<file path="config.mk">
export PLATFORM = sky130hd
export DESIGN_NAME = eccIrqAggregator
export DESIGN_NICKNAME = d
export VERILOG_FILES = /design/src/rtl/eccAggPkg.sv /design/src/rtl/eccIrqCtrl.sv /design/src/rtl/eccIrqDatapath.sv /design/src/rtl/eccIrqAggregator.sv
export SDC_FILE = /design/constraint.sdc
export NUM_CORES = 1
export LEC_CHECK = 0
export ABC_CLOCK_PERIOD_IN_PS = 1900
export BUFFER_PORTS_ARGS = -buffer_cell sky130_fd_sc_hd__buf_4
export CORE_MARGIN = 8
export CORE_UTILIZATION = 32
export CTS_CLUSTER_DIAMETER = 60
export DETAILED_ROUTE_END_ITERATION = 12
export PLACE_DENSITY = 0.8
export SLEW_MARGIN = 30
export SYNTH_ARGS = -nofsm -noshare
export SYNTH_HDL_FRONTEND = slang
export SYNTH_SLANG_ARGS = --single-unit
</file>
<file path="constraint.sdc">
create_clock -name clk -period 1.9 [get_ports clk]
set_input_delay 0.38 -clock clk [delete_from_list [all_inputs] [get_ports clk]]
set_output_delay 0.38 -clock clk [all_outputs]
set_load 0.02 [all_outputs]
</file>
<file path="src/rtl/eccAggPkg.sv">
package eccAggPkg;

  // Register offsets (byte addresses)
  localparam int unsigned MASK_SET_OFS  = 'h94;
  localparam int unsigned MASK_CLR_OFS  = 'h98;
  localparam int unsigned CACHE_CLR_OFS = 'hA8;

  // Strobes from the control decode into the datapath
  typedef struct packed {
    logic setStb;      // mask-set write this cycle
    logic clrStb;      // mask-clear write this cycle
    logic cacheClrSb;  // clear cache single-bit flag
    logic cacheClrDb;  // clear cache double-bit flag
  } eccStrobe_t;

endpackage

</file>
<file path="src/rtl/eccIrqCtrl.sv">
module eccIrqCtrl
  import eccAggPkg::*;
#(
  parameter int unsigned NUM_SRC    = 2,
  parameter int unsigned ADDR_W     = 8,
  parameter int unsigned DATA_W     = 32,
  parameter int unsigned CLR_SB_BIT = 15,
  parameter int unsigned CLR_DB_BIT = 31
) (
  input  logic               regWr,
  input  logic [ADDR_W-1:0]  regAddr,
  input  logic [DATA_W-1:0]  regWdata,
  input  logic [NUM_SRC-1:0] maskVal,
  output eccStrobe_t         strb,
  output logic [NUM_SRC-1:0] wrBits,
  output logic [DATA_W-1:0]  regRdata
);

  localparam logic [ADDR_W-1:0] ADR_SET = ADDR_W'(MASK_SET_OFS);
  localparam logic [ADDR_W-1:0] ADR_CLR = ADDR_W'(MASK_CLR_OFS);
  localparam logic [ADDR_W-1:0] ADR_CCH = ADDR_W'(CACHE_CLR_OFS);

  logic hitSet, hitClr, hitCache;

  assign hitSet   = (regAddr == ADR_SET);
  assign hitClr   = (regAddr == ADR_CLR);
  assign hitCache = (regAddr == ADR_CCH);

  always_comb begin
    strb            = '0;
    strb.setStb     = regWr && hitSet;
    strb.clrStb     = regWr && hitClr;
    strb.cacheClrSb = regWr && hitCache && regWdata[CLR_SB_BIT];
    strb.cacheClrDb = regWr && hitCache && regWdata[CLR_DB_BIT];
  end

  assign wrBits = regWdata[NUM_SRC-1:0];

  // Read: the mask is visible at both mask addresses
  always_comb begin
    regRdata = '0;
    if (hitSet || hitClr) regRdata = DATA_W'(maskVal);
  end

  wire unusedWdata = ^regWdata;

endmodule

</file>
<file path="src/rtl/eccIrqDatapath.sv">
module eccIrqDatapath
  import eccAggPkg::*;
#(
  parameter int unsigned NUM_SRC   = 2,
  parameter int unsigned CACHE_IDX = 0
) (
  input  logic               clk,
  input  logic               rstN,
  input  eccStrobe_t         strb,
  input  logic [NUM_SRC-1:0] wrBits,
  input  logic [NUM_SRC-1:0] sbErrLvl,
  input  logic [NUM_SRC-1:0] dbErrLvl,
  output logic [NUM_SRC-1:0] maskVal,
  output logic               irqSingle,
  output logic               irqDouble
);

  logic [NUM_SRC-1:0] sbPend;
  logic [NUM_SRC-1:0] dbPend;

  // Shared mask: 1 = masked; all masked out of reset
  always_ff @(posedge clk) begin
    if (!rstN)             maskVal <= '1;
    else if (strb.setStb)  maskVal <= maskVal | wrBits;
    else if (strb.clrStb)  maskVal <= maskVal & ~wrBits;
  end

  for (genvar i = 0; i < NUM_SRC; i++) begin : gSrc
    if (i == CACHE_IDX) begin : gLatch
      logic sbPrev, dbPrev, sbHeld, dbHeld;
      always_ff @(posedge clk) begin
        if (!rstN) begin
          sbPrev <= 1'b0;
          dbPrev <= 1'b0;
          sbHeld <= 1'b0;
          dbHeld <= 1'b0;
        end else begin
          sbPrev <= sbErrLvl[i];
          dbPrev <= dbErrLvl[i];
          // a new edge outranks a clear in the same cycle
          sbHeld <= (sbErrLvl[i] & ~sbPrev) | (sbHeld & ~strb.cacheClrSb);
          dbHeld <= (dbErrLvl[i] & ~dbPrev) | (dbHeld & ~strb.cacheClrDb);
        end
      end
      assign sbPend[i] = sbHeld;
      assign dbPend[i] = dbHeld;
    end else begin : gLevel
      assign sbPend[i] = sbErrLvl[i];
      assign dbPend[i] = dbErrLvl[i];
    end
  end

  assign irqSingle = |(sbPend & ~maskVal);
  assign irqDouble = |(dbPend & ~maskVal);

  assert_mask_set_R2: assert property (@(posedge clk) disable iff (!rstN)
    strb.setStb |=> ((maskVal & $past(wrBits)) == $past(wrBits)));

  assert_mask_clr_R3: assert property (@(posedge clk) disable iff (!rstN)
    strb.clrStb |=> ((maskVal & $past(wrBits)) == '0));

  assert_all_masked_quiet_R6: assert property (@(posedge clk) disable iff (!rstN)
    (&maskVal) |-> (!irqSingle && !irqDouble));

  assert_cache_latch_R8: assert property (@(posedge clk) disable iff (!rstN)
    $rose(sbErrLvl[CACHE_IDX]) |=> sbPend[CACHE_IDX]);

  assert_cache_hold_R9: assert property (@(posedge clk) disable iff (!rstN)
    (dbPend[CACHE_IDX] && !strb.cacheClrDb) |=> dbPend[CACHE_IDX]);

  assert_edge_beats_clear_R10: assert property (@(posedge clk) disable iff (!rstN)
    ($rose(dbErrLvl[CACHE_IDX]) && strb.cacheClrDb) |=> dbPend[CACHE_IDX]);

endmodule

</file>
<file path="src/rtl/eccIrqAggregator.sv">
module eccIrqAggregator
  import eccAggPkg::*;
#(
  parameter int unsigned NUM_SRC   = 2,
  parameter int unsigned CACHE_IDX = 0,
  parameter int unsigned ADDR_W    = 8,
  parameter int unsigned DATA_W    = 32
) (
  input  logic               clk,
  input  logic               rstN,
  input  logic               regWr,
  input  logic [ADDR_W-1:0]  regAddr,
  input  logic [DATA_W-1:0]  regWdata,
  output logic [DATA_W-1:0]  regRdata,
  input  logic [NUM_SRC-1:0] sbErrLvl,
  input  logic [NUM_SRC-1:0] dbErrLvl,
  output logic               irqSingle,
  output logic               irqDouble
);

  eccStrobe_t         strb;
  logic [NUM_SRC-1:0] wrBits;
  logic [NUM_SRC-1:0] maskVal;

  eccIrqCtrl #(
    .NUM_SRC(NUM_SRC), .ADDR_W(ADDR_W), .DATA_W(DATA_W)
  ) u_ctrl (
    .regWr(regWr), .regAddr(regAddr), .regWdata(regWdata),
    .maskVal(maskVal), .strb(strb), .wrBits(wrBits), .regRdata(regRdata)
  );

  eccIrqDatapath #(
    .NUM_SRC(NUM_SRC), .CACHE_IDX(CACHE_IDX)
  ) u_dp (
    .clk(clk), .rstN(rstN), .strb(strb), .wrBits(wrBits),
    .sbErrLvl(sbErrLvl), .dbErrLvl(dbErrLvl), .maskVal(maskVal),
    .irqSingle(irqSingle), .irqDouble(irqDouble)
  );

endmodule

</file>
==> results by group <==
Logic synthesis
  • Yosys warning count: 0
  • Post-synthesis cell type count: 20
  • Top-area cell type share of the netlist area: 0.379
  • Part of the Yosys area used for sequential elements: 0.202
  • Cell Area, Synth: 594 µm²
  • Syn Inst Count: 71
  • Largest area contributor in the netlist: buf_4
  • FF+latch count, synth: 6
  • Syn Area/Cell: 8.37 µm²
  • Largest cells by area after synthesis: buf_4 38%, dfxtp_1 20%, inv_1 4.4%

CTS
  • CTS HTree Levels: 1
  • CTS tree: yes
  • Clk sinks: 6
  • Clock latency on the worst-skew pair: 0.24 ns
  • Cts bufs inserted: 3
  • # Post-CTS Setup Buffers: 0
  • Post-CTS sizing: 0
  • Clock transition at path regs: 0.05 ns
  • Worst-case clock buffer depth: 2
  • Hold Buf Count CTS: 0
  • Root buf cell: clkbuf_4

Global routing
  • Largest net degree at the start of global routing: 7
  • First-pass GRT wire length: 2090 µm
  • Gr usage total: 0.0780
  • Number of antenna violations at the first check in global routing: 0
  • Vias in the first global route: 499
  • Total grt overflow: 0

Routing
  • Residual DRC: 0
  • Drt pass-1 iters: 4
  • Vias/cell: 4.07
  • DR WL/cell: 11.7 µm
  • Vias post-DR: 493
  • Antenna-violating nets left: 0
  • DR iter-0 viols: 14
  • Routed wire length: 1420 µm

Pwr
  • Pint: 243 µW
  • Max VDD drop: 155 µV
  • Register share of total power: 0.371
  • Tot Pwr: 367 µW
  • Leakage: 0.000372 µW
  • Net Switching: 125 µW
  • P per Cell Area: 522 mW/mm²
  • Clock Power Share: 0.312
  • Sw Ratio: 0.339
  • Logic pwr share: 0.317

Cells and area
  • Utilization after layout: 0.404
  • Post-route cell area: 704 µm²
  • Share of cells above drive strength 1: 0.302
  • N_diodes: 0
  • Fin nets: 145
  • Filler Cell Count: 196
  • Area Overhead vs Synth: 18.5%
  • Post-Layout Cell Count: 121

STA
  • Fmax: 0.613 GHz
  • Setup TNS: 0 ns
  • Slew Viols, Final: 0
  • Final Cycle Share: 0.858
  • RSZ-0062 raised after global routing: false
  • Final Hold Vio Count: 0
  • Clock skew: 0.00250 ns
  • Fin crit period: 1.63 ns
  • Final setup vio count: 0

Worst hold path
  • Min-Delay Path Class: input port to register

Floorplanning
  • Die Span X: 59.1 µm
  • Initial Utilization: 0.341
  • Num rows: 15
  • Die height: 59.1 µm
  • Die area: 0.00349 mm²
  • IO Count: 81
  • Core Box Area: 0.00175 mm²

Job
  • Max-cap violation count: 0

Run status
  • Status: finished, final reports clean

Worst setup path
  • CP endpoint kind: primary output
  • Worst-path fanout max: 2
  • Worst Setup Start Kind: input port
  • Worst EP arrival: 1.25 ns
  • Kind of critical path: input port to primary output
  • Worst path required time: 1.52 ns

Placement
  • Gp weighted congestion: 0.714
  • Post-DP Area: 682 µm²
  • DP Cell Count: 118
  • DP Wirelength: 1290 µm
  • IO Port Bufs: 22
[cells in the final DEF (no fill, tap or decap)]
cell type / instances
or4b_4: 1
dfxtp_1: 6
and4bb_2: 1
o22ai_1: 2
a21oi_1: 2
nor2b_1: 1
o31ai_1: 2
and2_1: 4
conb_1: 30
nor4b_4: 1
a32o_1: 2
nand4_1: 2
a41oi_1: 2
inv_1: 7
buf_4: 23
and3_1: 1
nand4b_1: 2
xor2_1: 1
nor3_1: 2
clkbuf_4: 3
or2b_1: 1
[power groups by stage]
stage                     logic, µW  clock network, µW  registers [µW]
after floorplan                 119                  0             138
after global placement          111                  0             138
after detailed placement        113                  0             139
after CTS                       114                120             136
after global routing            125                128             137
final                           116                115             136
[cell usage after synthesis]
library cell and instances:
and3_1 1, xor2_1 1, nand4_1 2, nand4b_1 2, nor4b_4 1, dfxtp_1 6
nor2b_1 1, o22ai_1 2, or4b_4 1, nor3_1 2, o31ai_1 2, conb_1 1
and4bb_2 1, a32o_1 2, buf_4 30, or2b_1 1, and2_1 4, a41oi_1 2
inv_1 7, a21oi_1 2
[stage by stage]
stage	setup slack (ns)	hold slack (ns)
finish	0.270	0.360
global route	0.206	0.363
CTS	0.258	0.354
detailed placement	0.258	0.461
global placement	0.277	0.451
floorplan	0.393	0.446
[layout make-up]
type,count,area (µm²),share of cell area
clock buffers,3,22.5,0.0320
inverters,7,26.3,0.0373
multi-input cells,57,332,0.471
flip-flops and latches,6,120,0.171
well taps,25,31.3,0.0444
repair buffers,23,173,0.245
[worst max-delay path, stage by stage]
cell and delay (ns):
buf_4 0.12, nor4b_4 0.27, and3_1 0.21, and2_1 0.13, buf_4 0.13
[routing by layer]
metal / routed length (µm) / global-route usage / vias up / share of wire
met2: 648 / 0.126 / 39 / 0.46
met4: 19 / 0.0614 / 0 / 0.013
met1: 518 / 0.0722 / 216 / 0.37
li1: - / - / 236 / -
met5: 0 / 0 / - / 0
met3: 229 / 0.0412 / 2 / 0.16
[kinds of logic (layout without fill, tap and decap cells)]
| logic type | Yosys count | in the layout | share of synthesized area |
|---|---|---|---|
| buffers and inverters | 37 | 33 | 0.423 |
| AND/OR/NAND/NOR | 16 | 16 | 0.227 |
| AO/OA/AOI/OAI | 10 | 10 | 0.126 |
| flip-flops | 6 | 6 | 0.202 |
| other | 1 | 30 | 0.00631 |
| XOR/XNOR | 1 | 1 | 0.0147 |
[path summary, 6_finish.rpt]
check	from	endpoint	slack (ns)	cells after the start
setup reg to reg	register	register	1.08	2
hold reg to reg	u_dp.gSrc[0].gLatch.sbPrev	u_dp.gSrc[0].gLatch.sbHeld	0.47	2
hold / removal	rstN	register	0.36	2
setup / recovery	regAddr[6]	regRdata[1]	0.27	5
Power figures use the tool's default switching activity.
